===== src/rtl/ssp_pkg.sv =====
// Shared constants and types for the synchronous shift port.
// Assumes a machine cycle of SSP_STATES states with SSP_PHASES phases each.
package ssp_pkg;
    localparam int unsigned SSP_WIDTH  = 8;
    localparam int unsigned SSP_STATES = 6;
    localparam int unsigned SSP_PHASES = 2;
    localparam int unsigned SSP_TICKS  = SSP_STATES * SSP_PHASES;
    localparam int unsigned SSP_TW     = $clog2(SSP_TICKS);

    // Slot index of a given state (1-based) and phase (1-based).
    function automatic int unsigned ssp_slot(int unsigned st, int unsigned ph);
        return (st - 1) * SSP_PHASES + (ph - 1);
    endfunction

    localparam int unsigned SSP_SLOT_LOW_FIRST = ssp_slot(3, 2);
    localparam int unsigned SSP_SLOT_SAMPLE    = ssp_slot(6, 1);
    localparam int unsigned SSP_SLOT_LAST      = SSP_TICKS - 1;
    localparam int unsigned SSP_SLOT_FLAG_SEEN = ssp_slot(3, 1);
    localparam int unsigned SSP_SLOT_FLAG_EDGE = SSP_SLOT_FLAG_SEEN - 1;

    typedef enum logic [1:0] {
        MODE_IDLE = 2'd0,
        MODE_TX   = 2'd1,
        MODE_RX   = 2'd2
    } ssp_mode_e;
endpackage


===== src/rtl/ssp_seq.sv =====
// Machine-cycle sequencer: counts slots 0..SSP_TICKS-1 and decodes the
// strobes the shift engine and flag logic use. Assumes one slot per clock.
module ssp_seq
    import ssp_pkg::*;
(
    input  logic              clk,
    input  logic              rst_n,
    output logic [SSP_TW-1:0] tick,
    output logic              at_sample,
    output logic              at_shift,
    output logic              at_flag,
    output logic              low_win
);
    // Slot counter, wraps at the end of each machine cycle.
    always_ff @(posedge clk) begin
        if (!rst_n)
            tick <= '0;
        else if (tick == SSP_TW'(SSP_SLOT_LAST))
            tick <= '0;
        else
            tick <= tick + 1'b1;
    end

    // Strobe decode for the slots that carry behaviour.
    always_comb begin
        at_sample = (tick == SSP_TW'(SSP_SLOT_SAMPLE));
        at_shift  = (tick == SSP_TW'(SSP_SLOT_LAST));
        at_flag   = (tick == SSP_TW'(SSP_SLOT_FLAG_EDGE));
        low_win   = (tick >= SSP_TW'(SSP_SLOT_LOW_FIRST)) &&
                    (tick <= SSP_TW'(SSP_SLOT_SAMPLE));
    end
endmodule


===== src/rtl/ssp_ctrl.sv =====
// Control and flag register: holds the receive enable and both completion
// flags. Hardware sets a flag at the first flag slot after a frame ends and
// wins over a host write on the same edge. Assumes done pulses last one clock.
module ssp_ctrl (
    input  logic       clk,
    input  logic       rst_n,
    input  logic       ctl_wr,
    input  logic [2:0] ctl_wdata,
    input  logic       tx_done,
    input  logic       rx_done,
    input  logic       at_flag,
    output logic       ren,
    output logic       ti,
    output logic       ri,
    output logic       rx_ok
);
    logic tx_fpend;
    logic rx_fpend;

    // Remember a finished frame until the next flag slot.
    always_ff @(posedge clk) begin
        if (!rst_n) begin
            tx_fpend <= 1'b0;
            rx_fpend <= 1'b0;
        end else begin
            if (tx_done)      tx_fpend <= 1'b1;
            else if (at_flag) tx_fpend <= 1'b0;
            if (rx_done)      rx_fpend <= 1'b1;
            else if (at_flag) rx_fpend <= 1'b0;
        end
    end

    // Enable and flags: hardware set first, then host write.
    always_ff @(posedge clk) begin
        if (!rst_n) begin
            ren <= 1'b0;
            ti  <= 1'b0;
            ri  <= 1'b0;
        end else begin
            if (ctl_wr) ren <= ctl_wdata[0];
            if (tx_fpend && at_flag) ti <= 1'b1;
            else if (ctl_wr)         ti <= ctl_wdata[1];
            if (rx_fpend && at_flag) ri <= 1'b1;
            else if (ctl_wr)         ri <= ctl_wdata[2];
        end
    end

    // Receive may start only with enable set and no flag set or due.
    assign rx_ok = ren && !ri && !rx_fpend;
endmodule


===== src/rtl/ssp_engine.sv =====
// Shift engine: one shift register serves both directions. Frames start at
// the last slot of a machine cycle, move one bit per cycle LSB first and end
// after WIDTH cycles. Assumes strobes from ssp_seq; transmit beats receive.
module ssp_engine
    import ssp_pkg::*;
#(
    parameter int unsigned WIDTH = SSP_WIDTH
) (
    input  logic             clk,
    input  logic             rst_n,
    input  logic             at_sample,
    input  logic             at_shift,
    input  logic             low_win,
    input  logic             buf_wr,
    input  logic [WIDTH-1:0] buf_wdata,
    input  logic             rx_ok,
    input  logic             sd_i,
    output ssp_mode_e        mode,
    output logic             sd_o,
    output logic             sd_oe,
    output logic             sclk,
    output logic             tx_done,
    output logic             rx_done,
    output logic [WIDTH-1:0] rx_buf
);
    localparam int unsigned CW = (WIDTH > 1) ? $clog2(WIDTH) : 1;

    logic             tx_pend;
    logic [WIDTH-1:0] tx_hold;
    logic [WIDTH-1:0] shreg;
    logic [CW-1:0]    bcnt;
    logic             last_bit;
    logic             wr_take;
    logic             idle;

    assign idle     = (mode == MODE_IDLE);
    assign last_bit = (bcnt == CW'(WIDTH - 1));
    assign wr_take  = buf_wr && idle && !tx_pend;

    // Hold an accepted transmit byte until the next frame boundary.
    always_ff @(posedge clk) begin
        if (!rst_n) begin
            tx_pend <= 1'b0;
            tx_hold <= '0;
        end else if (wr_take) begin
            tx_pend <= 1'b1;
            tx_hold <= buf_wdata;
        end else if (idle && at_shift && tx_pend) begin
            tx_pend <= 1'b0;
        end
    end

    // Frame mode and bit-cycle counter.
    always_ff @(posedge clk) begin
        if (!rst_n) begin
            mode <= MODE_IDLE;
            bcnt <= '0;
        end else if (at_shift) begin
            if (idle) begin
                bcnt <= '0;
                if (tx_pend)    mode <= MODE_TX;
                else if (rx_ok) mode <= MODE_RX;
            end else if (last_bit) begin
                mode <= MODE_IDLE;
            end else begin
                bcnt <= bcnt + 1'b1;
            end
        end
    end

    // Shared shift register: load and shift out, or sample in.
    always_ff @(posedge clk) begin
        if (!rst_n)
            shreg <= '0;
        else if (idle && at_shift && tx_pend)
            shreg <= tx_hold;
        else if (mode == MODE_TX && at_shift && !last_bit)
            shreg <= {1'b1, shreg[WIDTH-1:1]};
        else if (mode == MODE_RX && at_sample)
            shreg <= {sd_i, shreg[WIDTH-1:1]};
    end

    // Frame-end pulses and the receive buffer load.
    always_ff @(posedge clk) begin
        if (!rst_n) begin
            tx_done <= 1'b0;
            rx_done <= 1'b0;
            rx_buf  <= '0;
        end else begin
            tx_done <= (mode == MODE_TX) && at_shift && last_bit;
            rx_done <= (mode == MODE_RX) && at_shift && last_bit;
            if ((mode == MODE_RX) && at_shift && last_bit)
                rx_buf <= shreg;
        end
    end

    // Line drive: data only in transmit, clock low inside the window.
    always_comb begin
        sd_oe = (mode == MODE_TX);
        sd_o  = (mode == MODE_TX) ? shreg[0] : 1'b1;
        sclk  = !(!idle && low_win);
    end
endmodule


===== src/rtl/sync_shift_port.sv =====
// Top of the synchronous shift port: sequencer, shift engine and control
// register. Assumes host writes are one-clock pulses in the clk domain and
// the data line is joined from sd_o/sd_oe/sd_i outside this block.
module sync_shift_port
    import ssp_pkg::*;
#(
    parameter int unsigned WIDTH = SSP_WIDTH
) (
    input  logic             clk,
    input  logic             rst_n,
    input  logic             buf_wr,
    input  logic [WIDTH-1:0] buf_wdata,
    input  logic             ctl_wr,
    input  logic [2:0]       ctl_wdata,
    output logic [WIDTH-1:0] buf_rdata,
    output logic             ren_o,
    output logic             ti_o,
    output logic             ri_o,
    output logic             sclk_o,
    output logic             sd_o,
    output logic             sd_oe,
    input  logic             sd_i
);
    logic [SSP_TW-1:0] tick;
    logic              at_sample;
    logic              at_shift;
    logic              at_flag;
    logic              low_win;
    logic              rx_ok;
    logic              tx_done;
    logic              rx_done;
    ssp_mode_e         mode;

    ssp_seq u_seq (
        .clk       (clk),
        .rst_n     (rst_n),
        .tick      (tick),
        .at_sample (at_sample),
        .at_shift  (at_shift),
        .at_flag   (at_flag),
        .low_win   (low_win)
    );

    ssp_engine #(.WIDTH(WIDTH)) u_engine (
        .clk       (clk),
        .rst_n     (rst_n),
        .at_sample (at_sample),
        .at_shift  (at_shift),
        .low_win   (low_win),
        .buf_wr    (buf_wr),
        .buf_wdata (buf_wdata),
        .rx_ok     (rx_ok),
        .sd_i      (sd_i),
        .mode      (mode),
        .sd_o      (sd_o),
        .sd_oe     (sd_oe),
        .sclk      (sclk_o),
        .tx_done   (tx_done),
        .rx_done   (rx_done),
        .rx_buf    (buf_rdata)
    );

    ssp_ctrl u_ctrl (
        .clk       (clk),
        .rst_n     (rst_n),
        .ctl_wr    (ctl_wr),
        .ctl_wdata (ctl_wdata),
        .tx_done   (tx_done),
        .rx_done   (rx_done),
        .at_flag   (at_flag),
        .ren       (ren_o),
        .ti        (ti_o),
        .ri        (ri_o),
        .rx_ok     (rx_ok)
    );
endmodule


===== config.mk =====
export PLATFORM = sky130hd
export DESIGN_NAME = sync_shift_port
export DESIGN_NICKNAME = d
export VERILOG_FILES = /design/src/rtl/ssp_pkg.sv /design/src/rtl/ssp_seq.sv /design/src/rtl/ssp_ctrl.sv /design/src/rtl/ssp_engine.sv /design/src/rtl/sync_shift_port.sv
export SDC_FILE = /design/constraint.sdc
export NUM_CORES = 1
export LEC_CHECK = 0
export CAP_MARGIN = 20
export CORE_MARGIN = 2
export CORE_UTILIZATION = 60
export DETAILED_ROUTE_END_ITERATION = 16
export DONT_BUFFER_PORTS = 1
export PLACE_DENSITY = 0.87
export SLEW_MARGIN = 20
export SYNTH_ARGS = -nofsm -noshare
export SYNTH_HDL_FRONTEND = slang
export SYNTH_SLANG_ARGS = --single-unit

===== constraint.sdc =====
create_clock -name clk -period 2.3 [get_ports clk]
set_clock_uncertainty 0.05 [all_clocks]
set_input_delay 0.345 -clock clk [delete_from_list [all_inputs] [get_ports clk]]
set_output_delay 0.345 -clock clk [all_outputs]
set_load 0.1 [all_outputs]

# == Word-level counts from Yosys, hierarchy flattened ==
# Index checks and enable logic that the tools add are counted.
# word_totals
reg_bits,41
output_inout_bits,14
# classes
n_addsub,2
n_lt_le_gt_ge,2
eq_ne,8
muxes,19
bitwise_logic,1
n_reduce_logical,33
# op_table
operator,count
two-way mux 8 bit,3
logical AND 1 bit,16
nonzero test 2 bit,6
two-way mux 1 bit,10
equality test 4 bit (second input constant),2
two-way mux 2 bit,4
logical NOT 1 bit,6
two-way mux 3 bit,2
adder 4 x 1 -> 4 bit (second input constant),1
equality test 4 x 2 -> 1 bit (second input constant),1
greater-or-equal comparator 4 x 3 -> 1 bit (second input constant),1
less-or-equal comparator 4 bit (second input constant),1
adder 3 x 1 -> 3 bit (second input constant),1
equality test 3 bit (second input constant),1
inequality test 3 x 2 -> 1 bit (second input constant),1
AND reduction 3 bit,1
nonzero test 3 bit,1
equality test 2 x 1 -> 1 bit (second input constant),1
equality test 2 bit (second input constant),1
logical NOT 2 bit,1
inequality test 2 bit (second input constant),1
AND reduction 2 bit,1
OR reduction 2 bit,1
NOT 1 bit,1

# == Logic depth before layout (Yosys ltp) ==
# logic_depth
word_depth,6
ltp_mapped,7

# == Cells and area by module ==
# From an unflattened synthesis, not the netlist that was laid out.
# hier_totals
hier_cells,207
area_unflattened_um2,1781.7
# modules_own_cells
module,instances,cells_each,area_each_um2
ssp_engine,1,161,1331.3
ssp_seq,1,28,256.5
ssp_ctrl,1,18,193.9

# == Worst setup path after synthesis ==
# No wires, ideal clock.
# synth_timing
kind,reg2out
from,register u_engine.mode[0]
to,output sd_o
t_arrival_ps,2921
required_ps,1905
slack_ps,-1016
path_stages_with_launch,4
path_buffers,1
cell_sequence,dfxtp_1 > buf_2 > nor2b_1 > nand2b_1
# synth_via
elab_chain_cells,2
# synth_rtl
item,line_no,rtl
start: declaration,ssp_engine.sv:18,"output ssp_mode_e mode,"
start signal: assignment,ssp_engine.sv:56,mode <= MODE_IDLE;
start signal: assignment,ssp_engine.sv:61,if (tx_pend) mode <= MODE_TX;
start signal: assignment,ssp_engine.sv:62,else if (rx_ok) mode <= MODE_RX;
equality test 2 x 1 -> 1 bit,--,
named net sd_oe,sync_shift_port.sv:21,"output logic sd_oe,"
two-way mux 1 bit,ssp_engine.sv:100,sd_o = (mode == MODE_TX) ? shreg[0] : 1'b1;
end: declaration,sync_shift_port.sv:20,"output logic sd_o,"
# The timed path passes the listed nets, and every way through them passes these cells.

# == Final worst setup path ==
# layout_timing
from,register u_seq.tick[0]
to,output sclk_o
# layout_via
elab_chain_cells,4
# layout_rtl
item,line_no,rtl
start: declaration,ssp_seq.sv:8,"output logic [SSP_TW-1:0] tick,"
start signal: assignment,ssp_seq.sv:21,tick <= tick + 1'b1;
greater-or-equal comparator 4 x 3 -> 1 bit / less-or-equal comparator 4 bit (equally long branches),"ssp_seq.sv:29, ssp_seq.sv:30",
logical AND 1 bit (*),ssp_seq.sv:29,low_win = (tick >= SSP_TW'(SSP_SLOT_LOW_FIRST)) &&
logical AND 1 bit (*),ssp_engine.sv:101,sclk = !(!idle && low_win);
logical NOT 1 bit (*),ssp_engine.sv:101,
end: declaration,sync_shift_port.sv:19,"output logic sclk_o,"
# Every way passes the cells marked *; elsewhere a longest branch is shown, timed or not.

==> impl_results.md <==
- Status: finished, final reports clean
- Sw Ratio: approximately 24%
- WS Path Type: flop to output pin
- Io pins: 30
- Finish-stage setup viols: 0
- Vias in the first global route: 1340
- Most frequent cell after synthesis: dfxtp_1
- Die H: 59.3 um
- WL final: between 3000 and 4000 um
- Clock share of power: 27.4%
- Arrival time worst endpoint: 1710 ps
- Die Area: 3520 um2
- CTS sink count: 41
- Setup bufs post-CTS: 0
- Hold_buf cts: 0
- Final Hold Slack: 83.6 ps
- Syn-to-layout area delta: 8.79%
- Initial antenna violation count: 0
- DR DRC count: 0
- Crit path max fanout: 4
- Max clock buf depth: 2
- Number of nets with antenna violations after routing: 0
- Critical-path cell list: inv_1, ha_1, nor2b_1, nor3b_1, o22ai_2, buf_4
- CP Launch Type: flop
- CTS clk-pin slew, worst paths: 110 ps
- CP Capture Type: output pin
- Layout Cell Area excl Fill: 2000 um2
- Overflow after GRT: 0
- Max-cap violations: 0
- 1st-pass router iterations: 4
- DP HPWL: 2570 um
- PwrDens: approximately 570 nW/um2
- Top post-synthesis cells by area: dfxtp_1 45%, mux2i_1 10%, nor2b_1 6.5%
- Register area: 821 um2
- H-tree lvl count: 2
- Yosys warnings: 0
- Cell taking the most area after synthesis: dfxtp_1
- Worst EP required: 1900 ps
- I/O Buffers: 0
- Async SR Flop Fraction: 0%
- Placed Area: 1960 um2
- RSZ-0062 raised after global routing: no
- Initial DRC count: 42
- Core area: slightly below 3000 um2
- Comb pwr share: 7.7%
- Slowest-stage cell, CP: dfxtp_1
- GRT Util Overall: between 20% and 30%
- Largest net degree at the start of global routing: 42
- Actual slew at the worst max-slew pin: 418 ps
- Flop pwr share: 64.9%
- Nets: 226
- Post-synthesis average cell area: 9.62 um2
- Leakage: 0.000852 uW
- Post-synthesis cell area: roughly 1800 um2
- Fin crit share: between 90% and 100%
- EDFF count, synth: 0
- Pre-CTS WS: 482 ps
- Area occupied by multi-input gates: 962 um2
- Cells after Synth: 191
- Int Pwr: between 800 and 900 uW
- Peak supply drop: 0.000399 V
- CP peak stage delay: 400 ps
- Routed WL per cell: 14.6 um
- Initial core utilization: 61.7%
- Setup ws final: 191 ps
- Clk_lat worst skew: 330 ps
- Filler cell count: 236
- Mapped Nets: 213
- Clock root buffer: clkbuf_4
- Reg2Reg Depth: 5
- Synth cell types: 31
- Rows: 20
- CTS tree: yes
- Share of cells above drive strength 1: about 14%
- Post-synth top cells: 41 x dfxtp_1, 24 x nand2_1, 19 x mux2i_1, 19 x nor2b_1
- TritonCTS buffer count: 5
- Hold Path Stages: 2
- Crit path time final: 2110 ps
- Slew Limit Fails: 0
- Vias per std cell: 5.76
- Max Freq: 474 MHz
- Ys flop type: dfxtp_1
- Diode count: 0
- Sequential-to-total area share from yosys stat: between 40 and 50%
- NetSw: 275 uW
- GP Congestion: 0.778
- First-pass GRT wire length: ~5800 um
- Die width: just under 60 um
- #FFs+latches synth: 41
- Slew HR: 71.9%
- Final Hold Fails: 0
- Post-CTS Resized: 0
- Vias: 1359
- Hold Crit Class: primary input to flop
- Post-synth top area share: 44.7%
-- stage by stage --
step / TNS (ps) / cells / total power, uW / utilization (%)
after floorplan: -292 / 191 / 836 / -
after global placement: 0 / 230 / 841 / 65.7
after detailed placement: 0 / 230 / 847 / 65.7
after CTS: 0 / 236 / 1150 / 67.1
after global routing: 0 / 236 / 1200 / 67.1
final: 0 / 236 / 1140 / 67.1
-- worst paths after layout --
path	start	end	slack, ps
worst min-delay path	rst_n	u_engine.shreg[3]$_SDFFE_PN0P_	80
worst max-delay path	u_seq.tick[0]$_SDFF_PP0_	sclk_o	190
worst max register to register	u_seq.tick[1]$_SDFF_PP0_	u_engine.shreg[1]$_SDFFE_PN0P_	460
worst min register to register	u_engine.tx_hold[1]$_SDFFE_PN0P_	u_engine.tx_hold[1]$_SDFFE_PN0P_	430
-- worst max-delay path: cells and delay by family, from the launching register on --
kind | cells | cell delay [ps]
flops | 1 | 400
simple gates | 2 | 340
compound gates | 1 | 110
fa+ha+maj | 1 | 190
buf+inv | 2 | 340
-- metal layers --
layer  track usage, %  up-vias  wire length, um
li1                 -      684                -
met5                0        -                0
met1             27.6      638             1570
met4             8.44        0               38
met2             34.9       33             1670
met3             7.86        4              155
-- power groups by stage --
stage	clock [uW]	combinational, uW	sequential (uW)
floorplan	0	57.7	778
global placement	0	84.1	757
detailed placement	0	88.8	758
CTS	322	88.9	742
global route	358	98.4	744
finish	313	88.1	742
-- layout by cell type, fill, tap and decap left out --
master / n
nor2b_1: 18
dfxtp_1: 41
a21boi_0: 13
nor3_1: 2
a2111oi_4: 1
nand2b_1: 3
o22ai_2: 1
buf_4: 16
nor2_1: 6
nand4b_1: 1
ha_1: 6
o22ai_1: 1
nor3b_1: 2
nand2_1: 24
nor2b_2: 1
clkinv_2: 1
nand3b_4: 1
or2b_1: 1
nor3_4: 1
o21ai_0: 2
xnor2_1: 1
and3_1: 2
o31ai_1: 7
nand4_1: 2
nand3_1: 2
or2_1: 1
a22oi_1: 2
a21oi_1: 13
inv_1: 3
nor2_4: 1
and2_1: 3
clkbuf_4: 5
mux2i_1: 19
-- cell type report --
type / count / share of cell area [%]
inverters: 3 / 0.564
repair buffers: 16 / 6.01
flip-flops and latches: 41 / 41.1
multi-input cells: 137 / 48.2
clock buffers: 5 / 1.88
well taps: 33 / 2.07
clock inverters: 1 / 0.250
-- sequential cells by signal (all words and copies together) (netlist names) --
register          cells
u_engine.tx_pend      1
u_engine.tx_hold      8
u_ctrl.ri             1
u_engine.shreg        8
u_ctrl.tx_fpend       1
u_engine.mode         2
u_seq.tick            4
u_ctrl.ti             1
u_engine.rx_buf       8
u_ctrl.ren            1
u_engine.rx_done      1
u_engine.tx_done      1
u_engine.bcnt         3
u_ctrl.rx_fpend       1
-- kinds of logic after synthesis --
| group | count (synthesis) | synth area share, % |
|---|---|---|
| DFF | 41 | 44.7 |
| adders and majority gates | 6 | 4.09 |
| and+or+nand+nor | 71 | 21.7 |
| buffers and inverters | 13 | 3.41 |
| AOI/OAI and AO/OA | 40 | 15.3 |
| xor gates and xnor gates | 1 | 0.477 |
| muxes | 19 | 10.4 |
No activity file was read; power rests on OpenSTA's default activity.
